==> src/rtl/vfs_pkg.sv <==
package vfs_pkg;
  typedef enum logic [2:0] {
    ST_IDLE,
    ST_RAISE,
    ST_SWITCH,
    ST_WALK,
    ST_DWELL
  } vfs_state_e;
endpackage

==> src/rtl/vfs_req_clamp.sv <==
module vfs_req_clamp #(
  parameter int RATIO_W = 6,
  parameter int VID_W   = 7,
  parameter int VID_MIN = 16,
  parameter int VID_MAX = 96
) (
  input  logic [RATIO_W-1:0] req_ratio,
  input  logic [VID_W-1:0]   req_vid,
  input  logic [RATIO_W-1:0] lim_ratio,
  output logic [RATIO_W-1:0] ok_ratio,
  output logic [VID_W-1:0]   ok_vid
);
  localparam logic [VID_W-1:0] VLO = VID_W'(VID_MIN);
  localparam logic [VID_W-1:0] VHI = VID_W'(VID_MAX);

  always_comb begin
    ok_ratio = (req_ratio > lim_ratio) ? lim_ratio : req_ratio;
    if (req_vid < VLO)      ok_vid = VLO;
    else if (req_vid > VHI) ok_vid = VHI;
    else                    ok_vid = req_vid;
  end
endmodule

==> src/rtl/vfs_pend_slot.sv <==
module vfs_pend_slot #(
  parameter int W = 13
) (
  input  logic         clk,
  input  logic         rst_n,
  input  logic         load,
  input  logic [W-1:0] load_data,
  input  logic         take,
  output logic         held,
  output logic [W-1:0] held_data
);
  always_ff @(posedge clk) begin
    if (!rst_n) begin
      held      <= 1'b0;
      held_data <= '0;
    end else if (load) begin
      held      <= 1'b1;
      held_data <= load_data;
    end else if (take) begin
      held      <= 1'b0;
    end
  end
endmodule

==> src/rtl/vfs_dwell_cnt.sv <==
module vfs_dwell_cnt #(
  parameter int DWELL = 3
) (
  input  logic clk,
  input  logic rst_n,
  input  logic clear,
  input  logic adv,
  output logic expire
);
  localparam int CW = (DWELL < 2) ? 1 : $clog2(DWELL + 1);
  localparam logic [CW-1:0] LAST = CW'(DWELL - 1);

  logic [CW-1:0] cnt;

  always_ff @(posedge clk) begin
    if (!rst_n || clear) cnt <= '0;
    else if (adv)        cnt <= cnt + 1'b1;
  end

  assign expire = adv && (cnt == LAST);
endmodule

==> src/rtl/vf_transition_seq.sv <==
module vf_transition_seq #(
  parameter int RATIO_W   = 6,
  parameter int VID_W     = 7,
  parameter int VID_MIN   = 16,
  parameter int VID_MAX   = 96,
  parameter int RST_VID   = 40,
  parameter int RST_RATIO = 8,
  parameter int DWELL     = 3
) (
  input  logic               clk,
  input  logic               rst_n,
  input  logic               wr_valid,
  output logic               wr_ready,
  input  logic [RATIO_W-1:0] wr_ratio,
  input  logic [VID_W-1:0]   wr_vid,
  input  logic [RATIO_W-1:0] max_ratio,
  input  logic               settle_tick,
  output logic [VID_W-1:0]   cur_vid,
  output logic [RATIO_W-1:0] cur_ratio,
  output logic               busy
);
  import vfs_pkg::*;

  localparam int PW = RATIO_W + VID_W;

  vfs_state_e        state, ret_state;
  logic [RATIO_W-1:0] tgt_ratio, cl_ratio, nxt_ratio;
  logic [VID_W-1:0]   tgt_vid, cl_vid, nxt_vid;
  logic               pend_v, pend_load, finishing, idle, have_req, dwell_done;
  logic [PW-1:0]      pend_d;

  vfs_req_clamp #(
    .RATIO_W(RATIO_W), .VID_W(VID_W), .VID_MIN(VID_MIN), .VID_MAX(VID_MAX)
  ) u_clamp (
    .req_ratio(wr_ratio), .req_vid(wr_vid), .lim_ratio(max_ratio),
    .ok_ratio(cl_ratio), .ok_vid(cl_vid)
  );

  assign idle      = (state == ST_IDLE);
  assign finishing = (state == ST_WALK) && (cur_vid == tgt_vid);
  assign pend_load = wr_valid && !(idle || finishing);
  assign have_req  = wr_valid || pend_v;

  vfs_pend_slot #(.W(PW)) u_pend (
    .clk(clk), .rst_n(rst_n),
    .load(pend_load), .load_data({cl_ratio, cl_vid}),
    .take(finishing), .held(pend_v), .held_data(pend_d)
  );

  // A fresh write beats the pending slot: it is the most recent request.
  always_comb begin
    if (wr_valid) begin
      nxt_ratio = cl_ratio;
      nxt_vid   = cl_vid;
    end else begin
      nxt_ratio = pend_d[PW-1:VID_W];
      nxt_vid   = pend_d[VID_W-1:0];
    end
  end

  vfs_dwell_cnt #(.DWELL(DWELL)) u_dwell (
    .clk(clk), .rst_n(rst_n),
    .clear(state != ST_DWELL),
    .adv((state == ST_DWELL) && settle_tick),
    .expire(dwell_done)
  );

  always_ff @(posedge clk) begin
    if (!rst_n) begin
      state     <= ST_IDLE;
      ret_state <= ST_IDLE;
      cur_vid   <= VID_W'(RST_VID);
      cur_ratio <= RATIO_W'(RST_RATIO);
      tgt_vid   <= VID_W'(RST_VID);
      tgt_ratio <= RATIO_W'(RST_RATIO);
    end else begin
      case (state)
        ST_IDLE: begin
          if (have_req) begin
            tgt_ratio <= nxt_ratio;
            tgt_vid   <= nxt_vid;
            state     <= (nxt_ratio > cur_ratio) ? ST_RAISE : ST_SWITCH;
          end
        end
        ST_RAISE: begin
          if (cur_vid < tgt_vid) begin
            cur_vid   <= cur_vid + 1'b1;
            ret_state <= ST_RAISE;
            state     <= ST_DWELL;
          end else begin
            state <= ST_SWITCH;
          end
        end
        ST_SWITCH: begin
          if (cur_ratio != tgt_ratio) begin
            cur_ratio <= tgt_ratio;
            ret_state <= ST_WALK;
            state     <= ST_DWELL;
          end else begin
            state <= ST_WALK;
          end
        end
        ST_WALK: begin
          if (cur_vid < tgt_vid) begin
            cur_vid   <= cur_vid + 1'b1;
            ret_state <= ST_WALK;
            state     <= ST_DWELL;
          end else if (cur_vid > tgt_vid) begin
            cur_vid   <= cur_vid - 1'b1;
            ret_state <= ST_WALK;
            state     <= ST_DWELL;
          end else if (have_req) begin
            tgt_ratio <= nxt_ratio;
            tgt_vid   <= nxt_vid;
            state     <= (nxt_ratio > cur_ratio) ? ST_RAISE : ST_SWITCH;
          end else begin
            state <= ST_IDLE;
          end
        end
        ST_DWELL: begin
          if (dwell_done) state <= ret_state;
        end
        default: state <= ST_IDLE;
      endcase
    end
  end

  assign busy     = !idle;
  assign wr_ready = 1'b1;
endmodule

==> config.mk <==
export PLATFORM = sky130hd
export DESIGN_NAME = vf_transition_seq
export DESIGN_NICKNAME = d
export VERILOG_FILES = /design/src/rtl/vfs_pkg.sv /design/src/rtl/vfs_req_clamp.sv /design/src/rtl/vfs_pend_slot.sv /design/src/rtl/vfs_dwell_cnt.sv /design/src/rtl/vf_transition_seq.sv
export SDC_FILE = /design/constraint.sdc
export NUM_CORES = 1
export LEC_CHECK = 0
export CAP_MARGIN = 20
export CORE_MARGIN = 5
export CORE_UTILIZATION = 45
export CTS_BUF_LIST = sky130_fd_sc_hd__clkbuf_8
export CTS_CLUSTER_SIZE = 20
export DETAILED_ROUTE_END_ITERATION = 10
export GPL_ROUTABILITY_DRIVEN = 0
export PLACE_DENSITY_LB_ADDON = 0.2
export SLEW_MARGIN = 20
export SYNTH_ARGS = -nofsm -noshare
export SYNTH_HDL_FRONTEND = slang
export SYNTH_SLANG_ARGS = --single-unit
==> constraint.sdc <==
create_clock -name clk -period 10.3 [get_ports clk]
set_input_delay 2.575 -clock clk [delete_from_list [all_inputs] [get_ports clk]]
set_output_delay 2.575 -clock clk [all_outputs]
set_load 0.02 [all_outputs]
== After elaboration in Yosys (flattened, before gate mapping) ==
Cells that the tools add are included.

* Output and inout bits: 15
* Input port bits: 23
* Word-level logic and storage cells: 86
* Register bits after elaboration: 48

* Reduce and logical (&&, ||, !) cells: 20
* $add $sub $neg: 3
* Magnitude comparators: 6
* Multiplexer cells: 33
* Equality and inequality tests: 15

{| class="wikitable"
|+ Operators with widths
! kind !! number
|-
| $mux 7 || 9
|-
| $mux 3 || 10
|-
| $mux 6 || 5
|-
| $pmux 7 s2 || 2
|-
| $pmux 3 s5 || 1
|-
| $gt 6x6->1 || 2
|-
| $pmux 6 s2 || 1
|-
| $ne 2x2->1 const B || 5
|-
| $pmux 3 s3 || 1
|-
| $add 7x1->7 const B || 1
|-
| $eq 7x7->1 || 1
|-
| $gt 7x7->1 || 1
|-
| $gt 7x7->1 const B || 1
|-
| $lt 7x5->1 const B || 1
|-
| $lt 7x7->1 || 1
|-
| $sub 7x1->7 const B || 1
|-
| $eq 3x2->1 const B || 2
|-
| $ne 6x6->1 || 1
|-
| $reduce_and 3->1 || 2
|-
| $reduce_bool 2->1 || 3
|-
| $logic_and 1x1->1 || 4
|-
| $mux 2 || 2
|-
| $reduce_and 2->1 || 2
|-
| $reduce_and 4->1 || 1
|-
| other kinds (12) || 17
|}

== Depth between registers and ports, before layout ==
Gate-level depths: netlist of the first run.

* Depth after elaboration: 9
* Mapped depth: 14
* Mapped depth without buffers: 14

== Modules after synthesis ==
Synthesis of the first run repeated with hierarchy kept, for this count alone.

* Cells, all modules: 337
* Area total of the unflattened synthesis: 3031.7 sq um

{| class="wikitable"
|+ By module, submodules not included
! module !! seq. area each (sq um) !! cells an instance !! times used !! area each (sq um)
|-
| vf_transition_seq || 620.6 || 243 || 1 || 2107.0
|-
| vfs_pend_slot || 280.3 || 45 || 1 || 540.5
|-
| vfs_req_clamp || 0.0 || 39 || 1 || 284.0
|-
| vfs_dwell_cnt || 40.0 || 10 || 1 || 100.1
|}

== Worst setup path after synthesis of the first run ==
OpenSTA, ideal clock, no wires.

* Path type: input to register
* Start point: in max_ratio[3]
* End point: reg state[1]
* Data required time: 10.212 ns
* Setup slack: 5.186 ns
* Library setup time: 0.088 ns
* Arrival time: 5.026 ns
* Path buffers: 0
* Stages: 13
* Path through: inv_1 -> ha_1 -> nand4_1 -> a21oi_2 -> o32ai_4 -> mux2i_1 -> a21oi_1 -> ha_1 -> a21o_1 -> a21oi_1 -> nor2b_1 -> o32a_1 -> o32ai_2

* Cells in the longest elaborated chain, start to end: 9
* Elaborated cells on any way between the ends: 10
* Those cells by class: order compare: 2; mux: 8

{| class="wikitable"
|+ RTL lines
! what !! RTL line !! RTL
|-
| start, declared || vf_transition_seq.sv:16 || <nowiki>input logic [RATIO_W-1:0] max_ratio,</nowiki>
|-
| $gt 6x6->1 || vfs_req_clamp.sv:17 || <nowiki>ok_ratio = (req_ratio > lim_ratio) ? lim_ratio : req_ratio;</nowiki>
|-
| $mux 6 * || vfs_req_clamp.sv:17 ||
|-
| $mux 6 * || vf_transition_seq.sv:52 || <nowiki>if (wr_valid) begin</nowiki>
|-
| named net nxt_ratio[3] || vf_transition_seq.sv:27 || <nowiki>logic [RATIO_W-1:0] tgt_ratio, cl_ratio, nxt_ratio;</nowiki>
|-
| $gt 6x6->1 * || vf_transition_seq.sv:82, vf_transition_seq.sv:115 ||
|-
| $mux 2 * || vf_transition_seq.sv:82, vf_transition_seq.sv:115 ||
|-
| $mux 2 || vf_transition_seq.sv:112 || <nowiki>end else if (have_req) begin</nowiki>
|-
| $mux 3 || vf_transition_seq.sv:108 || <nowiki>end else if (cur_vid > tgt_vid) begin</nowiki>
|-
| $mux 3 || vf_transition_seq.sv:104 || <nowiki>if (cur_vid < tgt_vid) begin</nowiki>
|-
| $pmux 3 s5 * || vf_transition_seq.sv:77 || <nowiki>case (state)</nowiki>
|-
| end signal, assigned || vf_transition_seq.sv:82 || <nowiki>state <= (nxt_ratio > cur_ratio) ? ST_RAISE : ST_SWITCH;</nowiki>
|-
| end signal, assigned || vf_transition_seq.sv:115 || <nowiki>state <= (nxt_ratio > cur_ratio) ? ST_RAISE : ST_SWITCH;</nowiki>
|-
| end signal, assigned || vf_transition_seq.sv:121 || <nowiki>if (dwell_done) state <= ret_state;</nowiki>
|-
| end, declared || vf_transition_seq.sv:26 || <nowiki>vfs_state_e state, ret_state;</nowiki>
|}

The timed path passes the listed nets; every way through them passes the cells marked *. The select of a mux whose other input is x is not followed.
A chain may end at the register's enable or synchronous reset.

== Final worst setup path of the first run ==
* Start point: in max_ratio[3]
* End point: reg state[0]

Same word-level chain as after synthesis.

==> results.ini, run 1 <==
[clocking]
clkTransAtPathRegs_ns=0.09
clock_latency_ns=0.30
clockBufferDepth=2
cts_setup_buffers=0
ctsHoldBuffers=0
cts_buffers=5
cts.sinks=47
cts_resized=0
cts_max_level=2
cts-root-buf=clkbuf_8
cts_tree=built

[sta]
grt_setup_unrepaired=false
skew_ns=0.0118
tightest_slew_ns=1.03
finalCritPeriodShare_pct=54.3
slew_headroom_pct=31.2
max_freq_mhz=179
holdWs_ns=0.456
setup_viol=0
maxSlewViolCount=0
hold_viol=0
period_minus_slack_ns=5.59
setup_tns_ns=0

[worst_setup_path]
worstRegToRegCells=7
endpoint_kind=register
startpoint_type=primary input
critPathKind=primary input to register
path_max_fanout=6
cp_data_required_time_ns=10.49
cp.arrival_ns=5.79

[placed_design]
port_buffers=36
dpl-instance-area_mm2=0.00322
hpwl_um=4680

[logic_synthesis]
seq_area_frac_synth_pct=33.0
netlist_area_mm2=0.00285
yosys.cell_types.count=54
synth_cells=343
ys_ff_latch=47
yosys_warnings=0
syn_avg_cell_area_um2=8.31
async_reset_ff_share_pct=0
synth_fp_nets=388
yosys.area.top_type_share_pct=33.0
yosysTopAreaCell=dfxtp_1
ys.flop_type=dfxtp_1
synth_edf_count=0
netlist_top_cells_area=dfxtp_1 (33%), ha_1 (9.7%), a21oi_1 (6.5%), nor2_1 (5.1%), nand2_1 (3.6%)

[route]
ant_nets=0
drtPass1Iterations=4
highest_layer=met4
drc=0
drtIter0Drc=131
m1WireLength_um=2780
routedWlPerCell_um=13.8
met3_length_um=177
routed_wl_um=6200
routed_via_density=5.50
vias=2470
dr_wl_met2_um=3150

[floorplanning]
die_w_um=89.6
dieArea_mm2=0.00802
io_pins=38
start_util_pct=45.6
row_count=29
coreArea_mm2=0.00624
fp.dieH_um=89.6

[pwr]
max-vdd-ir-drop_mv=0.0982
power.density_mw_per_mm2=248
finalPower_mw=0.826
leakage_nw=1.38

[global_routing]
grt_start_max_net_pins=31
grt_pass1_wl_um=10700
grt_pass1_vias=2391
globalRoute.totalOverflow=0
grtUsageTotal_pct=16.7
antenna_found_initial=0

[worst_hold_path]
hp-class=register to register
worstHoldPathCells=2

[final_layout]
diodes=0
final_layout_size_suffix_gt1_share_pct=6.72
area_growth_syn_to_layout_pct=16.6
nFillCells=597
design_area_mm2=0.00332
nets=416

[outcome]
status=finished clean

[flow_run]
cap_violations=0

## Yosys cell counts (6+ instances only)
master	count
a211o_1	6
nor3_1	8
mux2i_1	10
ha_1	22
xnor2_1	9
clkbuf_1	10
a21oi_1	37
dfxtp_1	47
nor2_1	39
nand3_1	7
nand2_1	27
o21ai_0	14
a211oi_1	6
inv_1	26
## routing by layer
metal  track usage, %  up-vias
li1                 -     1273
met1             20.4     1161
met2             30.0       29
met3             2.74        7
met4             5.28        0
met5                0        -
## final cells by class
| cell class | instances | area, um^2 | area share, % |
|---|---|---|---|
| inverter | 26 | 97.6 | 2.94 |
| clock buffer | 6 | 82.6 | 2.48 |
| tap | 77 | 96.3 | 2.90 |
| sequential | 47 | 941 | 28.3 |
| clock inverter | 2 | 16.3 | 0.489 |
| timing repair buffer | 37 | 368 | 11.1 |
| multi-input combinational | 254 | 1720 | 51.8 |
## cells by family (layout without fill, tap and decap cells)
logic type / after synthesis / count (layout) / share of synthesized area (%)
xor+xnor: 12 / 12 / 3.69
simple gates: 108 / 108 / 18.4
fa+ha+maj: 23 / 23 / 10.0
mux: 11 / 11 / 4.04
flops: 47 / 47 / 33.0
other cells: 1 / 1 / 0.132
compound gates: 99 / 99 / 24.1
buf+inv: 42 / 71 / 6.54
## sequential cells by signal, indices dropped and copies added, names as in the netlist
| register | cells |
|---|---|
| tgt_vid | 7 |
| cur_vid | 7 |
| tgt_ratio | 6 |
| cur_ratio | 6 |
| u_pend.held | 1 |
| ret_state | 2 |
| state | 3 |
| u_dwell.cnt | 2 |
| u_pend.held_data | 13 |
## worst max-delay path: stages
cell and delay, ns:
clkdlybuf4s50_1 0.47, inv_1 0.05, ha_1 0.30, nand4_1 0.20, a21oi_2 0.07, o32ai_4 0.45
mux2i_1 0.29, a21oi_1 0.13, ha_1 0.36, a21o_1 0.16, a21oi_1 0.13, nor2b_1 0.06
o32a_1 0.36, nand3_1 0.09, o21ai_0 0.10
## worst paths after layout
path	start	endpoint	slack (ns)
setup / recovery	max_ratio[3]	state[0]	4.71
hold / removal	u_pend.held_data[6]	u_pend.held_data[6]	0.46
setup reg to reg	cur_vid[2]	cur_vid[2]	7.59
hold reg to reg	u_pend.held_data[6]	u_pend.held_data[6]	0.46
## stage by stage
| step | utilization (%) | setup slack [ns] | std cells |
|---|---|---|---|
| floorplan | - | 5.19 | 343 |
| global placement | 51.7 | 4.45 | 441 |
| detailed placement | 51.7 | 4.38 | 441 |
| CTS | 53.2 | 4.69 | 449 |
| global route | 53.2 | 4.47 | 449 |
| finish | 53.2 | 4.71 | 449 |
## report_power, final
group | internal, mW | total [mW] | switching, mW
Combinational | 0.171 | 0.417 | 0.246
Clock | 0.0549 | 0.120 | 0.0648
Sequential | 0.238 | 0.289 | 0.0511
Total | 0.464 | 0.826 | 0.362
## layout by cell type, fill, tap and decap left out, types with 3 or more instances in the layout
cell             count
clkdlybuf4s50_1     36
a21o_1               3
and3_1               3
o21ai_0             14
nand3b_1             3
dfxtp_1             47
ha_1                22
nand4_1              4
a211oi_1             6
xor2_1               3
nand2_1             27
inv_1               26
a21oi_2              4
a22oi_1              4
clkbuf_8             6
a211o_1              6
a221oi_1             3
nor2b_1              3
mux2i_1             10
or3_1                4
nand3_1              7
a21oi_1             37
nor3_1               8
xnor2_1              9
nor2_1              39
o211ai_1             4
Power figures use the tool's default switching activity.
==> inputs of run 2 (changes only) <==
- clock period: 10.3 -> 4.7 ns (I/O delays scaled with it)
==> results.ini, run 2 (synthesis results as in run 1) <==
[clocking]
cts_resized=0
clkTransAtPathRegs_ns=0.09
cts_setup_buffers=0
cts_buffers=5
cts-root-buf=clkbuf_8
ctsHoldBuffers=0
clockBufferDepth=2
cts.sinks=47
clock_latency_ns=0.31
cts_tree=built
cts_max_level=2

[worst_setup_path]
critPathMaxStageDelay_ns=0.48
startpoint_type=primary input
cp.buffers_inverters=3
slowest_stage=clkdlybuf4s50_1
path_max_fanout=4
critPathKind=primary input to register
crit_path_cell_trace=clkdlybuf4s50_1 > inv_1 > ha_1 > nand4_1 > a21oi_2 > o32ai_4 > buf_4 > mux2i_1 > a21oi_1 > ha_1 > a21oi_1 > nor2_1 > o32a_1 > nand3_1 > o21ai_0
endpoint_kind=register
cpLargestDelayFamily=compound AO/OA/AOI/OAI gates
cp_data_required_time_ns=4.89
cp.arrival_ns=4.21

[floorplanning]
row_count=29
io_pins=38
die_w_um=89.6
dieArea_mm2=0.00802
fp.dieH_um=89.6
coreArea_mm2=0.00624
start_util_pct=45.6

[route]
routed_wl_um=6220
routedWlPerCell_um=13.8
drtPass1Iterations=4
drc=0
vias=2481
routed_via_density=5.49
drtIter0Drc=111
ant_nets=0

[final_layout]
diodes=0
regMostFlops=u_pend.held_data
mostFrequentLayoutCells=dfxtp_1 (47), nor2_1 (39), a21oi_1 (37)
fin_util_pct=53.8
nFillCells=609
nets=419
regArea_um2=941
stdcell_count=452
multi_input_area_mm2=0.00172
layout_commonest_cell=dfxtp_1
final_layout_size_suffix_gt1_share_pct=7.47
largest_reg_flops=13
largestRegisters=u_pend.held_data: 13 flops, cur_vid: 7 flops, tgt_vid: 7 flops
design_area_mm2=0.00336
area_growth_syn_to_layout_pct=17.9

[global_routing]
grt_pass1_wl_um=10700
globalRoute.totalOverflow=0
grtUsageTotal_pct=16.8
grt_pass1_vias=2410
grt_start_max_net_pins=21
antenna_found_initial=0

[sta]
holdWs_ns=0.459
maxSlewViolCount=0
period_minus_slack_ns=4.02
skew_ns=0.00518
hold_viol=0
setup_viol=0
setup_tns_ns=0
finalCritPeriodShare_pct=85.5
max_freq_mhz=249
tightest_slew_ns=0.845
slew_headroom_pct=43.4
grt_setup_unrepaired=false

[worst_hold_path]
hp-class=register to register

[placed_design]
port_buffers=36
placedCellCount=444
hpwl_um=4730
dpl-instance-area_mm2=0.00325

[pwr]
power.density_mw_per_mm2=550
leakage_nw=1.41
max-vdd-ir-drop_mv=0.250

[flow_run]
cap_violations=0

[outcome]
status=finished clean

-- run 2: final timing paths --
kind / to / slack (ns) / from / cells after the start
worst max-delay path: state[0] / 0.68 / max_ratio[3] / 15
worst min-delay path: tgt_vid[4] / 0.46 / tgt_vid[4] / 2
worst max register to register: cur_vid[2] / 2.07 / cur_vid[2] / 7
worst min register to register: tgt_vid[4] / 0.46 / tgt_vid[4] / 2
-- run 2: cell type report --
cell class                 count  area share, %
clock buffer                   5           2.05
tap                           77           2.87
timing repair buffer          40           11.6
multi-input combinational    254           51.2
clock inverter                 3           1.30
sequential                    47           28.0
inverter                      26           2.91
-- run 2: power breakdown --
part	total [mW]	internal (mW)	switching, mW
Clock	0.307	0.159	0.148
Combinational	0.906	0.376	0.530
Sequential	0.635	0.520	0.114
-- run 2: per-layer routing --
| metal | vias to the layer above | global-route usage, % | routed length [um] |
|---|---|---|---|
| met2 | 31 | 29.3 | 3190 |
| met3 | 5 | 3.10 | 188 |
| met1 | 1166 | 20.8 | 2780 |
| met5 | - | 0 | 0 |
| met4 | 0 | 5.14 | 63 |
| li1 | 1279 | - | - |
-- run 2: per-stage QoR --
step	total power [mW]	worst slack, ns
6_report	1.85	0.682
4_1_cts	1.86	0.672
5_1_grt	2.02	0.434
3_5_place_dp	1.55	0.363
3_3_place_gp	1.54	0.401
2_1_floorplan	1.34	0.986
-- run 2: tightest hold or removal path, stage by stage (launching register included) --
cell	delay [ns]
dfxtp_1	0.32
nand2_1	0.05
a21oi_1	0.05
==> inputs of run 3 (changes only) <==
- GPL_ROUTABILITY_DRIVEN: 0 -> 1
==> results of run 3 <==
Same layout as run 2: the final DEF is identical, and so are final timing and power.
